**config.mk**
```make
export PLATFORM = sky130hd
export DESIGN_NAME = opstream_top
export DESIGN_NICKNAME = d
export VERILOG_FILES = /design/src/rtl/opstream_pkg.sv /design/src/rtl/opstream_agu.sv /design/src/rtl/opstream_chan.sv /design/src/rtl/opstream_top.sv
export SDC_FILE = /design/constraint.sdc
export NUM_CORES = 2
export LEC_CHECK = 0
export ABC_AREA = 1
export ABC_CLOCK_PERIOD_IN_PS = 8000
export BUFFER_PORTS_ARGS = -buffer_cell sky130_fd_sc_hd__buf_2
export CORE_ASPECT_RATIO = 1.25
export CORE_MARGIN = 8
export CORE_UTILIZATION = 62
export CTS_BUF_LIST = sky130_fd_sc_hd__clkbuf_8
export DETAILED_ROUTE_END_ITERATION = 7
export GPL_ROUTABILITY_DRIVEN = 0
export PLACE_DENSITY = 0.83
export SLEW_MARGIN = 20
export SYNTH_ARGS = -nofsm -noshare
export SYNTH_HDL_FRONTEND = slang
export SYNTH_HIERARCHICAL = 1
export SYNTH_SLANG_ARGS = --single-unit
export TNS_END_PERCENT = 20
```
**constraint.sdc**
```tcl
create_clock -name clk -period 8 [get_ports clk]
set_input_delay 0.8 -clock clk [delete_from_list [all_inputs] [get_ports clk]]
set_output_delay 0.8 -clock clk [all_outputs]
set_load 0.005 [all_outputs]
```
**src/rtl/opstream_pkg.sv**
```systemverilog
// Shared constants of the operand streamer: loop count, word width and the
// configuration select encoding. Assumes a word-addressed SRAM of 64-bit words.
package opstream_pkg;
    localparam int unsigned LOOP_DIMS  = 6;
    localparam int unsigned WORD_W     = 64;
    localparam int unsigned CFG_SEL_W  = 4;
    localparam int unsigned BANK_BITS  = 5;
    localparam logic [CFG_SEL_W-1:0] SEL_BASE    = 4'd0;
    localparam logic [CFG_SEL_W-1:0] SEL_LAST0   = 4'd1;
    localparam logic [CFG_SEL_W-1:0] SEL_STRIDE0 = 4'd7;
endpackage

```
**src/rtl/opstream_agu.sv**
```systemverilog
// Six-level affine address generator. Holds the base, per-loop last index and
// per-loop stride, walks the loop nest one step per accepted address and
// raises 'finished' after the final step. Assumes configuration is stable
// while a walk is running.
module opstream_agu
    import opstream_pkg::*;
#(
    parameter int unsigned ADDR_W = 14,
    parameter int unsigned IDX_W  = 8
) (
    input  logic                 clk,
    input  logic                 rst_n,
    input  logic                 cfg_we,
    input  logic [CFG_SEL_W-1:0] cfg_sel,
    input  logic [ADDR_W-1:0]    cfg_wdata,
    input  logic                 start,
    output logic                 addr_valid,
    input  logic                 addr_ready,
    output logic [ADDR_W-1:0]    addr,
    output logic                 finished
);
    logic [ADDR_W-1:0] base_q;
    logic [IDX_W-1:0]  last_q   [LOOP_DIMS];
    logic [ADDR_W-1:0] stride_q [LOOP_DIMS];
    logic [IDX_W-1:0]  idx_q    [LOOP_DIMS];
    logic              busy_q, fin_q;
    logic [LOOP_DIMS-1:0] wrap, carry;
    logic              all_last;
    logic              fire;

    assign fire       = busy_q && addr_ready;
    assign addr_valid = busy_q;
    assign finished   = fin_q;

    // Configuration register writes.
    always_ff @(posedge clk) begin
        if (!rst_n) begin
            base_q <= '0;
            for (int d = 0; d < LOOP_DIMS; d++) begin
                last_q[d]   <= '0;
                stride_q[d] <= '0;
            end
        end else if (cfg_we) begin
            if (cfg_sel == SEL_BASE) base_q <= cfg_wdata;
            for (int d = 0; d < LOOP_DIMS; d++) begin
                if (cfg_sel == SEL_LAST0 + CFG_SEL_W'(d))   last_q[d]   <= cfg_wdata[IDX_W-1:0];
                if (cfg_sel == SEL_STRIDE0 + CFG_SEL_W'(d)) stride_q[d] <= cfg_wdata;
            end
        end
    end

    // Per-loop wrap detection and the carry chain from the innermost loop.
    always_comb begin
        logic run;
        run = 1'b1;
        for (int d = 0; d < LOOP_DIMS; d++) begin
            wrap[d]  = (idx_q[d] == last_q[d]);
            carry[d] = run;
            run      = run & wrap[d];
        end
        all_last = run;
    end

    // Affine sum of base and index-stride products, modulo 2^ADDR_W.
    always_comb begin
        logic [ADDR_W-1:0] acc;
        acc = base_q;
        for (int d = 0; d < LOOP_DIMS; d++) begin
            acc = acc + ADDR_W'(idx_q[d]) * stride_q[d];
        end
        addr = acc;
    end

    // Loop index stepping and walk state.
    always_ff @(posedge clk) begin
        if (!rst_n) begin
            busy_q <= 1'b0;
            fin_q  <= 1'b0;
            for (int d = 0; d < LOOP_DIMS; d++) idx_q[d] <= '0;
        end else if (start) begin
            busy_q <= 1'b1;
            fin_q  <= 1'b0;
            for (int d = 0; d < LOOP_DIMS; d++) idx_q[d] <= '0;
        end else if (fire) begin
            if (all_last) begin
                busy_q <= 1'b0;
                fin_q  <= 1'b1;
            end
            for (int d = 0; d < LOOP_DIMS; d++) begin
                if (carry[d]) idx_q[d] <= wrap[d] ? '0 : idx_q[d] + IDX_W'(1);
            end
        end
    end
endmodule

```
**src/rtl/opstream_chan.sv**
```systemverilog
// One 64-bit read channel: a request slot that holds its address until
// granted, a one-cycle in-flight marker, and a FIFO for returned words.
// Accepts a new address only while slot, in-flight read and FIFO contents
// together stay below DEPTH. Assumes 'pop' only when 'has_data'.
module opstream_chan
    import opstream_pkg::*;
#(
    parameter int unsigned ADDR_W = 14,
    parameter int unsigned DEPTH  = 2
) (
    input  logic              clk,
    input  logic              rst_n,
    input  logic              take_valid,
    input  logic [ADDR_W-1:0] take_addr,
    output logic              can_take,
    output logic              mem_req,
    output logic [ADDR_W-1:0] mem_addr,
    input  logic              mem_gnt,
    input  logic [WORD_W-1:0] mem_rdata,
    output logic [WORD_W-1:0] head,
    output logic              has_data,
    input  logic              pop,
    output logic              fifo_push,
    output logic              fifo_full,
    output logic              idle
);
    localparam int unsigned PTR_W = (DEPTH > 1) ? $clog2(DEPTH) : 1;
    localparam int unsigned CNT_W = $clog2(DEPTH + 1);

    logic              slot_v;
    logic [ADDR_W-1:0] slot_a;
    logic              inflight_q;
    logic [WORD_W-1:0] store_q [DEPTH];
    logic [PTR_W-1:0]  wr_ptr, rd_ptr;
    logic [CNT_W-1:0]  count;

    assign can_take  = !slot_v && ((int'(count) + int'(inflight_q)) < int'(DEPTH));
    assign mem_req   = slot_v;
    assign mem_addr  = slot_a;
    assign fifo_push = inflight_q;
    assign fifo_full = (int'(count) == int'(DEPTH));
    assign has_data  = (count != '0);
    assign head      = store_q[rd_ptr];
    assign idle      = !slot_v && !inflight_q && (count == '0);

    // Request slot: load on accept, release on grant.
    always_ff @(posedge clk) begin
        if (!rst_n) begin
            slot_v     <= 1'b0;
            slot_a     <= '0;
            inflight_q <= 1'b0;
        end else begin
            inflight_q <= slot_v && mem_gnt;
            if (take_valid) begin
                slot_v <= 1'b1;
                slot_a <= take_addr;
            end else if (slot_v && mem_gnt) begin
                slot_v <= 1'b0;
            end
        end
    end

    // FIFO data storage, written the cycle after a grant.
    always_ff @(posedge clk) begin
        if (inflight_q) store_q[wr_ptr] <= mem_rdata;
    end

    // FIFO pointers and occupancy.
    always_ff @(posedge clk) begin
        if (!rst_n) begin
            wr_ptr <= '0;
            rd_ptr <= '0;
            count  <= '0;
        end else begin
            if (inflight_q) wr_ptr <= (int'(wr_ptr) == int'(DEPTH) - 1) ? '0 : wr_ptr + PTR_W'(1);
            if (pop)        rd_ptr <= (int'(rd_ptr) == int'(DEPTH) - 1) ? '0 : rd_ptr + PTR_W'(1);
            case ({inflight_q, pop})
                2'b10:   count <= count + CNT_W'(1);
                2'b01:   count <= count - CNT_W'(1);
                default: count <= count;
            endcase
        end
    end
endmodule

```
**src/rtl/opstream_top.sv**
```systemverilog
// Operand streamer top: one affine address generator dealing addresses
// round-robin onto NUM_CH prefetching read channels, with the FIFO heads
// joined into one operand beat. Assumes the walk length is a multiple of
// NUM_CH and that start is pulsed only while idle or done.
module opstream_top
    import opstream_pkg::*;
#(
    parameter int unsigned NUM_CH     = 4,
    parameter int unsigned ADDR_W     = 14,
    parameter int unsigned IDX_W      = 8,
    parameter int unsigned FIFO_DEPTH = 4
) (
    input  logic                       clk,
    input  logic                       rst_n,
    input  logic                       cfg_we,
    input  logic [CFG_SEL_W-1:0]       cfg_sel,
    input  logic [ADDR_W-1:0]          cfg_wdata,
    input  logic                       start,
    output logic                       done,
    output logic [NUM_CH-1:0]          mem_req,
    output logic [NUM_CH*ADDR_W-1:0]   mem_addr,
    input  logic [NUM_CH-1:0]          mem_gnt,
    input  logic [NUM_CH*WORD_W-1:0]   mem_rdata,
    output logic                       out_valid,
    input  logic                       out_ready,
    output logic [NUM_CH*WORD_W-1:0]   out_data
);
    localparam int unsigned RR_W = (NUM_CH > 1) ? $clog2(NUM_CH) : 1;

    logic              agu_valid, agu_ready, agu_fin;
    logic [ADDR_W-1:0] agu_addr;
    logic [RR_W-1:0]   rr_q;
    logic [NUM_CH-1:0] can_take, take_valid, has_data, idle;
    logic [NUM_CH-1:0] fifo_push, fifo_full;
    logic              beat_pop;

    opstream_agu #(.ADDR_W(ADDR_W), .IDX_W(IDX_W)) u_agu (
        .clk(clk), .rst_n(rst_n), .cfg_we(cfg_we), .cfg_sel(cfg_sel),
        .cfg_wdata(cfg_wdata), .start(start), .addr_valid(agu_valid),
        .addr_ready(agu_ready), .addr(agu_addr), .finished(agu_fin)
    );

    assign agu_ready = can_take[rr_q];
    assign out_valid = &has_data;
    assign beat_pop  = out_valid && out_ready;
    assign done      = agu_fin && (&idle);

    // Round-robin dealing pointer: channel that receives the next address.
    always_ff @(posedge clk) begin
        if (!rst_n || start) begin
            rr_q <= '0;
        end else if (agu_valid && agu_ready) begin
            rr_q <= (int'(rr_q) == int'(NUM_CH) - 1) ? '0 : rr_q + RR_W'(1);
        end
    end

    for (genvar c = 0; c < NUM_CH; c++) begin : g_chan
        assign take_valid[c] = agu_valid && (rr_q == RR_W'(c)) && can_take[c];

        opstream_chan #(.ADDR_W(ADDR_W), .DEPTH(FIFO_DEPTH)) u_chan (
            .clk(clk), .rst_n(rst_n),
            .take_valid(take_valid[c]), .take_addr(agu_addr), .can_take(can_take[c]),
            .mem_req(mem_req[c]), .mem_addr(mem_addr[c*ADDR_W +: ADDR_W]),
            .mem_gnt(mem_gnt[c]), .mem_rdata(mem_rdata[c*WORD_W +: WORD_W]),
            .head(out_data[c*WORD_W +: WORD_W]), .has_data(has_data[c]), .pop(beat_pop),
            .fifo_push(fifo_push[c]), .fifo_full(fifo_full[c]), .idle(idle[c])
        );
    end
endmodule

```
Word-level counts from Yosys, hierarchy flattened
Memory sizes are Yosys's and may differ from the RTL's. A register that Yosys moved wholly into a read port is not among the register bits.
Index checks and enable logic that the tools add are counted.
Widths: inputs -> output; s select.

word-level totals
  register bits after elaboration = 110
  bits in latches = 0
  RAM bits = 1,204
  ROM bits = 0
  bits of input ports = 283
  output and inout bits = 318
  memories kept = 7

memory list
  memory                    depth  width  rd ports  clocked after Yosys merged registers in  wr ports  RTL line             source
  g_chan[0].u_chan.store_q  4      64     1         1                                        1         opstream_chan.sv:33  logic [WORD_W-1:0] store_q [DEPTH];
  g_chan[1].u_chan.store_q  4      64     1         1                                        1         opstream_chan.sv:33
  g_chan[2].u_chan.store_q  4      64     1         1                                        1         opstream_chan.sv:33
  g_chan[3].u_chan.store_q  4      64     1         1                                        1         opstream_chan.sv:33
  u_agu.stride_q            6      14     6         0                                        6         opstream_agu.sv:24   logic [ADDR_W-1:0] stride_q [LOOP_DIMS];
  u_agu.idx_q               6      8      6         0                                        6         opstream_agu.sv:25   logic [IDX_W-1:0] idx_q [LOOP_DIMS];
  +1 memories               n/a    n/a    n/a       n/a                                      n/a       n/a

operators by class
  $add $sub $neg = 33
  $mul = 6
  divide/modulo/power cells = 0
  order comparisons = 5
  equality and inequality tests = 38
  shifts and indexed selects = 0
  multiplexer cells = 153
  bitwise operators = 30
  reduce and logical (&&, ||, !) cells = 63

operators by type and width
  cell                 count
  $mux 8               24
  $lt 32x4->1 const B  4
  $mux 1               101
  $add 14x14->14       6
  $mul 8x14->14        6
  $mux 14              6
  $add 8x1->8 const B  6
  $eq 8x8->1           6
  $mux 2               17
  $eq 2x1->1 const B   14
  $logic_and 1x1->1    27
  $or 1x1->1           24
  $pmux 3 s2           4
  $eq 4x4->1 const B   5
  $reduce_bool 2->1    10
  $add 2x1->2 const B  9
  $add 3x1->4          4
  $eq 4x3->1 const B   4
  $add 3x1->3 const B  4
  $eq 2x2->1 const B   6
  $logic_not 3->1      4
  $reduce_bool 3->1    4
  $sub 3x1->3 const B  4
  $logic_not 1->1      9
  12 further kinds     20

Depth between registers and ports, before layout
An unclocked memory read counts as a cell.

  depth in word-level cells = 12
  depth in mapped cells = 38
  depth with buffers taken out = 36

Hierarchy
Netlist, hierarchy kept.

by module, submodules not included
  module         times used  cells each  area each (um^2)  sequential area each (um^2)
  opstream_chan  4           751         10,518.8          8,187.9
  opstream_agu   1           2,954       24,472.2          5,725.5
  opstream_top   1           47          279.0             40.0

Least setup slack after synthesis
OpenSTA, ideal clock, no wires.

  kind = reg2reg
  start point = memory u_agu.idx_q[5][1]
  end point = register g_chan[0].u_chan.slot_a[13]
  data arrival time = 6.985 ns
  data required time = 7.884 ns
  setup slack = 0.899 ns
  stages on the path, launching flop included = 31
  path buffers = 2
  clock period less this slack = 7.101 ns
  cell sequence = edfxtp_1 clkbuf_1 clkbuf_1 nand2_1 fa_1 fa_1 fa_1 inv_1 fa_1 inv_1 fa_1 inv_1 fa_1 fa_1 fa_1 inv_1 fa_1 inv_1 ha_1 a21oi_1 o21ai_0 nand2_1 o311ai_0 a31oi_1 inv_1 nand3_1 nand2_1 nand3_1 nand2_1 nor2_1 nor2_1

RTL lines
  element               RTL line             source
  from (decl)           opstream_agu.sv:25
  to (signal assigned)  opstream_chan.sv:56  slot_a <= take_addr;
  to (decl)             opstream_chan.sv:31  logic [ADDR_W-1:0] slot_a;

==> results.cfg <==
[status]
outcome = completed

[clock_network]
clock_sinks = 1322
root_buffer = clkbuf_8
clk_latency_ns = 0.91
clk_pin_slew_worst_paths_ns = 0.06
cts.hold.buffers_added = 0
cts-buffers-inserted = 193
clockBufferDepth = 3
cts_tree = yes
htreeDepth = 4

[setup_path]
crit_top_cell = fa_1
slowest_delay_ns = 0.75
cp.required_ns = 8.77
end_kind = flop
worstSetupStartpointType = flop
critical_path_class = reg -> reg
arrival_ns = 8.44
crit_path_max_fanout = 15
slowest_stage = edfxtp_1

[floorplan]
core-area_sq_um = 107000
initial_core_util_pct = 62.6
rows = 134
die-height_um = 383
die_w_um = 310
io_pins = 601
dieArea_sq_um = 119000

[detailed_routing]
dr.pass1.iters = 8
totalWireLength_um = 176000
vias = 46500
drc = 0
viasPerCell = 5.69
wl_per_cell_um = 21.5
ant_nets = 0
drtIter0Drc = 4556

[power_and_ir_drop]
power_density_nw_per_um2 = 297
p_leak_nw = 31.9
power.total_mw = 22.1
ir_drop_mv = 1.47

[sta]
timing.setup.tns_ns = 0
setup_viol = 0
finalHoldViolCount = 0
rsz0062_at_grt = false
finClkSkew_ns = 0.0586
setup_ws_ns = 0.333
fmax_mhz = 130
period_needed_ns = 7.67
whs_ns = 0.105
finalCritPeriodShare_pct = 95.8
drv_slew = 0
tightest_slew_ns = 1.25
relSlewSlack_pct = 16.3

[placed_design]
place_hpwl_um = 119000
io_buffers = 600
numPlacedInstances = 7774
dp_slack_ns = 0.335

[global_route]
grtUsageTotal_pct = 29.0
antenna_found_initial = 59
grt_pass1_vias = 46600
grt_pass1_wl_um = 262000
grt.overflow.total = 0
grt_max_degree = 114

[synthesis]
synth_area_sq_um = 66800
syn_area_per_cell_sq_um = 11.1
synthCells = 6001
synth_nets = 6824
ys.warnings.count = 6

[final_layout]
area_growth_pct = 11.0
nets = 7369
drive_gt1_share_pct = 14.7
fillers = 7289
regArea_sq_um = 38500
stdcell_count = 8170
multiInputGateArea_sq_um = 23000

[run]
cap_violations = 0

[worst_hold_path]
hold_path.class = in -> reg
-- layout make-up --
class	instances	share of cell area, %
flip-flops and latches	1322	51.9
multi-input cells	3420	31.0
inverters	941	4.77
repair buffers	668	4.74
clock buffers	198	3.67
well taps	1428	2.41
clock inverters	149	1.34
diodes	44	0.148
-- worst max-delay path, delay by kind of cell (launching register included) --
kind                     cells  cell delay [ns]
AO/OA/AOI/OAI                4             0.80
AND/OR/NAND/NOR              8             0.83
buffers and inverters        4             0.26
adder cells (fa/ha/maj)     10             4.86
flip-flops                   1             0.75
-- worst paths after layout --
path         slack (ns)                                   start  cells after the start                                          to
max                0.33         u_agu/idx_q[1][4]$_SDFFCE_PP0P_                     26  g_chan[2].u_chan/mem_addr[13]$_SDFFE_PN0P_
min                0.10                          mem_rdata[119]                      1   g_chan[1].u_chan/store_q[1][55]$_DFFE_PP_
max reg2reg        0.33         u_agu/idx_q[1][4]$_SDFFCE_PP0P_                     26  g_chan[2].u_chan/mem_addr[13]$_SDFFE_PN0P_
min reg2reg        0.49  g_chan[3].u_chan/count[0]$_SDFFE_PN0P_                      1      g_chan[3].u_chan/count[0]$_SDFFE_PN0P_
-- report_power, final --
| group | switching [mW] | internal [mW] |
|---|---|---|
| combinational | 5.93 | 3.13 |
| sequential | 0.132 | 7.62 |
| clock | 2.60 | 2.65 |
-- per-stage QoR --
stage / util, % / instance area, sq um
after floorplan: - / 66800
after global placement: 65.8 / 70300
after detailed placement: 65.8 / 70300
after CTS: 69.3 / 74000
after global routing: 69.4 / 74100
final: 69.5 / 74200
-- cells in the final DEF, fill, tap and decap left out, drive strengths merged, types with 2 or more instances in the layout --
cell         n
clkinvlp     2
nand3b      11
nor2       861
and2         2
nor3        24
inv       1005
nand2      832
bufinv      10
xnor2       42
ha         136
clkinv      73
o21ai      592
nor3b       12
o22ai      256
nand4       21
buf        668
nor4         4
clkbuf     198
or2         11
dfxtp      118
fa         404
xor2        45
edfxtp    1204
diode       44
a21oi       53
nand3      110
-- state kept, by name, summed over array words and instances (netlist names), 12 cells and up, named ones only --
signal	cells
u_agu/base_q	14
g_chan.u_chan/store_q	1024
u_agu/idx_q	48
g_chan.u_chan/count	12
g_chan.u_chan/mem_addr	56
u_agu/last_q	48
u_agu/stride_q	84
-- repair_timing --
item / 4_1_cts / 5_1_grt
endpoints found under the setup margin: 0 / 8
resized for setup: 0 / 2
endpoints found under the hold margin: 0 / 0
setup buffers: 0 / 5
-- metal layers --
layer	up-vias	track usage, %	part of all wire, %
met4	28	17.6	6.6
li1	20800	-	-
met1	22600	32.8	34
met3	605	9.59	11
met5	-	0	0.11
met2	2460	47.5	49
No activity file was read; power rests on OpenSTA's default activity.
